$ cat src/rtl/pla_pkg.sv
package pla_pkg;
  localparam int DEF_N_IN   = 8;
  localparam int DEF_N_CELL = 4;
  localparam int DEF_N_TERM = 8;

  typedef enum logic {
    PIN_COMB = 1'b0,
    PIN_REG  = 1'b1
  } pin_src_e;
endpackage

$ cat src/rtl/pla_and_plane.sv
module pla_and_plane #(
  parameter int N_IN   = 8,
  parameter int N_CELL = 4,
  parameter int N_TERM = 8,
  localparam int NA    = N_IN + N_CELL,
  localparam int NCOL  = 2 * NA,
  localparam int TW    = NCOL + 1,
  localparam int NT    = N_CELL * N_TERM
) (
  input  logic [N_IN-1:0]   din,
  input  logic [N_CELL-1:0] fb,
  input  logic [NT*TW-1:0]  term_cfg,
  output logic [NT-1:0]     term_hit
);
  logic [NA-1:0]   arr_in;
  logic [NCOL-1:0] cols;

  assign arr_in = {fb, din};

  // Empty term falls back to its enable; otherwise AND of selected columns.
  function automatic logic eval_term(input logic [NCOL-1:0] fz,
                                     input logic en,
                                     input logic [NCOL-1:0] col);
    if (fz == '0) return en;
    return &(col | ~fz);
  endfunction

  for (genvar i = 0; i < NA; i++) begin : g_col
    assign cols[2*i]   = arr_in[i];
    assign cols[2*i+1] = ~arr_in[i];
  end

  for (genvar t = 0; t < NT; t++) begin : g_term
    logic [NCOL-1:0] fz;
    logic            en;
    assign fz          = term_cfg[t*TW +: NCOL];
    assign en          = term_cfg[t*TW + NCOL];
    assign term_hit[t] = eval_term(fz, en, cols);
  end
endmodule

$ cat src/rtl/pla_out_cell.sv
module pla_out_cell #(
  parameter int N_TERM = 8
) (
  input  logic              clk,
  input  logic              rst,
  input  logic              oe_n,
  input  logic [N_TERM-1:0] terms,
  input  logic              pol,
  input  pla_pkg::pin_src_e src,
  output logic              q,
  output logic              d,
  output logic              pin_val,
  output logic              pin_oe
);
  logic sum;

  assign sum = |terms;
  assign d   = sum ^ pol;

  always_ff @(posedge clk) begin
    if (rst) q <= 1'b0;
    else     q <= d;
  end

  assign pin_val = (src == pla_pkg::PIN_REG) ? ~q : ~d;
  assign pin_oe  = ~oe_n;
endmodule

$ cat src/rtl/pla_slice.sv
module pla_slice #(
  parameter int N_IN   = pla_pkg::DEF_N_IN,
  parameter int N_CELL = pla_pkg::DEF_N_CELL,
  parameter int N_TERM = pla_pkg::DEF_N_TERM,
  localparam int NA    = N_IN + N_CELL,
  localparam int TW    = 2 * NA + 1,
  localparam int CW    = N_TERM * TW + 2,
  localparam int CFG_W = N_CELL * CW
) (
  input  logic              clk,
  input  logic              rst,
  input  logic              oe_n,
  input  logic [N_IN-1:0]   din,
  input  logic [CFG_W-1:0]  cfg,
  output logic [N_CELL-1:0] pin_val,
  output logic [N_CELL-1:0] pin_oe
);
  logic [CFG_W-1:0]         cfg_q;
  logic [N_CELL*N_TERM*TW-1:0] term_cfg;
  logic [N_CELL*N_TERM-1:0] term_hit;
  logic [N_CELL-1:0]        cell_q;
  logic [N_CELL-1:0]        cell_d;
  logic [N_CELL-1:0]        cell_reg;

  always_ff @(posedge clk) begin
    if (rst) cfg_q <= cfg;
  end

  pla_and_plane #(.N_IN(N_IN), .N_CELL(N_CELL), .N_TERM(N_TERM)) u_plane (
    .din      (din),
    .fb       (cell_q),
    .term_cfg (term_cfg),
    .term_hit (term_hit)
  );

  for (genvar c = 0; c < N_CELL; c++) begin : g_cell
    pla_pkg::pin_src_e src;
    assign term_cfg[c*N_TERM*TW +: N_TERM*TW] = cfg_q[c*CW +: N_TERM*TW];
    assign src         = pla_pkg::pin_src_e'(cfg_q[c*CW + N_TERM*TW + 1]);
    assign cell_reg[c] = cfg_q[c*CW + N_TERM*TW + 1];

    pla_out_cell #(.N_TERM(N_TERM)) u_cell (
      .clk     (clk),
      .rst     (rst),
      .oe_n    (oe_n),
      .terms   (term_hit[c*N_TERM +: N_TERM]),
      .pol     (cfg_q[c*CW + N_TERM*TW]),
      .src     (src),
      .q       (cell_q[c]),
      .d       (cell_d[c]),
      .pin_val (pin_val[c]),
      .pin_oe  (pin_oe[c])
    );
  end
endmodule

$ cat config.mk
export PLATFORM = sky130hd
export DESIGN_NAME = pla_slice
export DESIGN_NICKNAME = d
export VERILOG_FILES = /design/src/rtl/pla_pkg.sv /design/src/rtl/pla_and_plane.sv /design/src/rtl/pla_out_cell.sv /design/src/rtl/pla_slice.sv
export SDC_FILE = /design/constraint.sdc
export NUM_CORES = 1
export LEC_CHECK = 0
export ABC_AREA = 1
export BUFFER_PORTS_ARGS = -buffer_cell sky130_fd_sc_hd__buf_4
export CAP_MARGIN = 20
export CORE_AREA = 4 4 322 324
export DETAILED_ROUTE_END_ITERATION = 6
export DIE_AREA = 0 0 326 328
export GPL_TIMING_DRIVEN = 0
export SLEW_MARGIN = 10
export SYNTH_ARGS = -nofsm -noshare
export SYNTH_HDL_FRONTEND = slang
export SYNTH_SLANG_ARGS = --single-unit
$ cat constraint.sdc
create_clock -name clk -period 1.66 [get_ports clk]
set_input_delay 0.166 -clock clk [delete_from_list [all_inputs] [get_ports clk]]
set_output_delay 0.166 -clock clk [all_outputs]
set_load 0.05 [all_outputs]
# Word-level counts from Yosys, hierarchy flattened
# Cells that the tools add are included.
dict set report op_classes {
  n_div 0
  shift 0
  bitwise_logic 85
  n_lt_le_gt_ge 0
  n_mul 0
  eq_ne 0
  mux 100
  reduce_logical 68
  n_addsub 0
}
# cell count
set ops {}
lappend ops {{$logic_not A24 Y1} 32}
lappend ops {{$not A24 Y24} 32}
lappend ops {{$or A24 B24 Y24} 32}
lappend ops {{$reduce_and A24 Y1} 32}
lappend ops {{$mux W1} 100}
lappend ops {{$reduce_or A8 Y1} 4}
lappend ops {{$not A1 Y1} 17}
lappend ops {{$xor A1 B1 Y1} 4}
dict set report totals {
  rom_bits 0
  ff_bits 812
  inputBits 819
  latchBits 0
  out_inout_bits 8
  ram_bits 0
  mem_count 0
  elab_cells 258
}

# Depth between registers and ports, before layout
dict set report logic_depth {
  depth_word 8
  ltp_mapped 17
  mapped_depth_nobuf 14
}

# Hierarchy
# From an unflattened synthesis, not the netlist that was laid out.
dict set report unflattened {
  cells_unflattened 3135
  area_unflattened_um2 33863.7
}
# module cells_per_inst instances area_each_um2 seq_area_each_um2
set modules_own_cells {}
lappend modules_own_cells {pla_slice 808 1 24263.3 24263.3}
lappend modules_own_cells {pla_and_plane 2259 1 9215.1 0.0}
lappend modules_own_cells {pla_out_cell 17 4 96.3 20.0}

# Least setup slack after synthesis
# No wires, ideal clock.
dict set report synth_timing {
  path_type {register to output}
  from {register g_cell[0].u_cell.q}
  to {output port pin_val[3]}
  path_stages_with_launch 17
  path_buffers 3
  t_required_ns 1.494
  slack_ns -0.008
  arrival_ns 1.502
  cell_sequence {dfxtp_1 -> buf_4 -> buf_4 -> nand2_1 -> nand2_1 -> nor2_1 -> nand2_1 -> nor2_1 -> nand3_1 -> nand2_1 -> nor2_1 -> nand3_1 -> nand2_1 -> nand2_1 -> nand2_1 -> nand2_1 -> buf_4}
}
dict set report synth_between {
  elab_chain_cells 8
  elab_cells_between_ends 29
  classes_between {mux (9); bitwise (11); reduce/logical (9)}
}
# element line
set synth_rtl {}
lappend synth_rtl {{start: declaration} pla_out_cell.sv:10} ;# output logic q,
lappend synth_rtl {{start signal: assignment} pla_out_cell.sv:21} ;# if (rst) q <= 1'b0;
lappend synth_rtl {{start signal: assignment} pla_out_cell.sv:22} ;# else q <= d;
lappend synth_rtl {{$not A1 Y1} pla_and_plane.sv:30} ;# assign cols[2*i+1] = ~arr_in[i];
lappend synth_rtl {{$or A24 B24 Y24} pla_and_plane.sv:25} ;# return &(col | ~fz);
lappend synth_rtl {{$reduce_and A24 Y1} pla_and_plane.sv:25}
lappend synth_rtl {{$mux W1} pla_and_plane.sv:25}
lappend synth_rtl {{$reduce_or A8 Y1 (*)} pla_out_cell.sv:17} ;# assign sum = |terms;
lappend synth_rtl {{$xor A1 B1 Y1 (*)} pla_out_cell.sv:18} ;# assign d = sum ^ pol;
lappend synth_rtl {{$not A1 Y1 (*)} pla_out_cell.sv:25} ;# assign pin_val = (src == pla_pkg::PIN_REG) ? ~q : ~d;
lappend synth_rtl {{$mux W1 (*)} pla_out_cell.sv:25}
lappend synth_rtl {{end: declaration} pla_slice.sv:15} ;# output logic [N_CELL-1:0] pin_val,
# Every way passes the cells marked *; elsewhere a longest branch is shown, timed or not.

# Final worst setup path
dict set report layout_timing {
  from {register g_cell[0].u_cell.q}
  to {output port pin_val[0]}
}
dict set report layout_between {
  elab_chain_cells 8
  elab_cells_between_ends 29
  classes_between {mux (9); bitwise (11); reduce/logical (9)}
}
# element line
set layout_rtl {}
lappend layout_rtl {{$not A1 Y1} {pla_and_plane.sv:30, pla_out_cell.sv:25}}
lappend layout_rtl {{$or A24 B24 Y24} pla_and_plane.sv:25}
lappend layout_rtl {{$reduce_and A24 Y1} pla_and_plane.sv:25}
lappend layout_rtl {{$mux W1} pla_and_plane.sv:25}
lappend layout_rtl {{$reduce_or A8 Y1} pla_out_cell.sv:17}
lappend layout_rtl {{$xor A1 B1 Y1} pla_out_cell.sv:18}
lappend layout_rtl {{$not A1 Y1} pla_out_cell.sv:25}
lappend layout_rtl {{$mux W1 (*)} pla_out_cell.sv:25}
# Marks and branches as above.

==> flow_summary.json <==
{
  "fin_util_pct": 53.8,
  "slew_headroom_pct": 57.0,
  "p_int_mw": 39.2,
  "path_class": "reg2out",
  "num-fill-cells": 8410,
  "place_congestion": 0.900,
  "wl_per_cell_um": 25.3,
  "whs_ns": -0.0445,
  "via_count": 31300,
  "postRouteAntennaNets": 0,
  "async_flop_share_pct": 0,
  "status": "finished with violations",
  "finalSetupViolCount": 8,
  "fin_worst_skew_ns": 0.0272,
  "p_sw_share_pct": 25.3,
  "p_switching_mw": 13.3,
  "ys_seq_area_share_pct": 72.0,
  "clock_latency_ns": 0.67,
  "die_h_um": 328,
  "htreeDepth": 3,
  "peakVddDrop_v": 0.000979,
  "worstPathArrival_ns": 2.77,
  "grt_max_degree": 119,
  "coreArea_um2": 101000,
  "routed_wl_um": 161000,
  "min_period_over_period_pct": 177,
  "hp-class": "in2reg",
  "drive_gt1_share_pct": 24.6,
  "tightest_slew_ns": 0.644,
  "std_cell_rows": 117,
  "combinationalPowerShare_pct": 14.1,
  "ys.flop_type": "edfxtp_1",
  "yosysMostFrequentCell": "nand2_1",
  "grt_pass1_vias": 31200,
  "fmax_mhz": 341,
  "crit_path_max_fanout": 10,
  "clk_pin_slew_ns": 0.06,
  "initial_utilization_pct": 33.4,
  "crit_path_end_kind": "primary output",
  "p_per_area_nw_per_um2": 965,
  "postSynthCellCount": 3146,
  "io_pins": 827,
  "grt_overflow": 0,
  "antenna_found_initial": 65,
  "clk_path_buf_depth": 3,
  "synthTopCellsByCount": "nand2_1 (1291), edfxtp_1 (808), nor2_1 (734), nand3_1 (74), nand4_1 (68)",
  "worstSetupStartpointType": "flop",
  "hold_violations": 36,
  "cts_tree": "done",
  "min_period_ns": 2.94,
  "syn_area_um2": 33800,
  "ys_warn_count": 0,
  "die_x_um": 326,
  "drtPass1Iterations": 6,
  "synth_cell_types": 15,
  "power_leakage_nw": 22.5,
  "rsz0062_at_grt": "yes",
  "place_hpwl_um": 114000,
  "finalMaxSlewViolations": 0,
  "synth_area_per_cell_um2": 10.7,
  "hold_buffers": 808,
  "synth-edff-count": 808,
  "pwr-share-seq_pct": 48.3,
  "clockPowerShare_pct": 37.5,
  "cp.required_ns": 1.49,
  "grt_pass1_wl_um": 217000,
  "first_iter_violations": 3635,
  "layout_setup_ws_ns": -1.28,
  "final_nets": 5717,
  "synth_top_cell_by_area": "edfxtp_1",
  "drc": 0,
  "syn_to_final_growth_pct": 61.0,
  "clkSinkCount": 812,
  "port_buffers": 818,
  "post-place-ws_ns": -1.42,
  "synth_seq_cells": 812,
  "synth_top_area_share_pct": 71.8,
  "cap_violations": 0,
  "synth_nets": 3965,
  "via_per_inst": 4.89,
  "die-area_um2": 107000,
  "numCtsBuffers": 90,
  "finalPower_mw": 52.5,
  "cts_root_buf": "clkbuf_16",
  "violations": "negative hold slack, negative setup slack",
  "grtUsageTotal_pct": 28.9,
  "synthTopCellsByArea": "edfxtp_1 (72%), nand2_1 (14%), nor2_1 (8.2%)"
}
==> worst max-delay path: stages (launching register included) <==
cell     delay, ns
dfxtp_2       0.32
buf_12        0.14
inv_16        0.09
buf_8         0.22
nand2_1       0.10
nand4_1       0.12
nor2_1        0.07
nand3_2       0.10
nand2_2       0.10
nor2_4        0.14
nand4_1       0.17
nand3_2       0.12
nand2_1       0.05
buf_4         0.13
buf_6         0.14
==> layout make-up <==
| cell class | count | area, um2 | share of cell area [%] |
|---|---|---|---|
| inverter | 59 | 289 | 0.531 |
| buffer | 88 | 940 | 1.73 |
| clock inverter | 58 | 460 | 0.846 |
| sequential | 812 | 24300 | 44.7 |
| timing repair buffer | 1664 | 15000 | 27.5 |
| clock buffer | 108 | 2360 | 4.34 |
| antenna | 55 | 138 | 0.253 |
| tap | 1368 | 1710 | 3.15 |
| multi-input combinational | 2183 | 9190 | 16.9 |
==> cell usage in the layout (no fill, tap or decap), types with 4 or more instances in the layout <==
master	n
nand2_1	1250
buf_4	850
edfxtp_1	808
dlygate4sd3_1	808
nor2_1	667
clkbuf_16	93
nand4_1	68
diode_2	55
inv_1	47
nand3_1	41
nor2_2	39
buf_6	31
nand2_2	31
clkinv_1	29
nor2_4	28
nand3_2	24
buf_2	17
clkbuf_1	16
clkinv_2	16
buf_16	14
buf_8	14
buf_12	13
o21ai_0	13
nand2_4	9
nand3_4	9
inv_2	6
bufinv_16	6
bufbuf_16	4
==> per-layer routing <==
layer	vias up	routed length, um	GRT usage [%]
li1	14000	-	-
met1	14900	63200	37.5
met2	1863	76300	47.5
met3	414	15000	6.56
met4	14	6950	11.1
met5	-	86	0
==> metrics by stage <==
stage	setup TNS (ns)	cell area [um2]	std cells
floorplan	0	33800	3146
detailed placement	-285.80	41900	5340
global route	-7.16	54400	6382
CTS	-6.47	53900	6335
global placement	-5314.02	41600	5332
finish	-6.41	54400	6395
==> what timing repair did <==
| action | 4_1_cts | 5_1_grt |
|---|---|---|
| pin swaps | 47 | 61 |
| gates cloned | 8 | 1 |
| endpoints found under the setup margin | 101 | 49 |
| buffers inserted | 16 | 6 |
| resized for setup | 213 | 81 |
| hold endpoints to repair | 873 | 65 |
==> path summary, 6_finish.rpt <==
check             depth (start not counted)                 end                from  slack (ns)
setup / recovery                         14          pin_val[0]  g_cell[0].u_cell.q       -1.28
hold / removal                            1          cfg_q[129]                 rst       -0.04
setup reg to reg                         16  g_cell[3].u_cell.q  g_cell[3].u_cell.q       -0.46
hold reg to reg                           3  g_cell[1].u_cell.q          cfg_q[402]        0.58
==> cells by family after synthesis <==
logic type | count (synthesis) | share of synthesized area (%)
buffers and inverters | 151 | 2.87
flip-flops | 812 | 72.0
AND/OR/NAND/NOR | 2167 | 24.9
AO/OA/AOI/OAI | 16 | 0.237
==> state kept, by name, indices dropped and copies added (netlist names) <==
name             flops
g_cell.u_cell.q      4
cfg_q              808
==> power groups by stage <==
stage,Sequential (mW),Clock [mW],Combinational [mW]
after floorplan,25.4,0,1.93
after global placement,26.0,0,5.00
after detailed placement,25.7,0,5.13
after CTS,25.3,19.8,7.23
after global routing,25.5,20.7,7.87
final,25.4,19.7,7.42
Note: power is estimated with default switching activity, not from simulation.
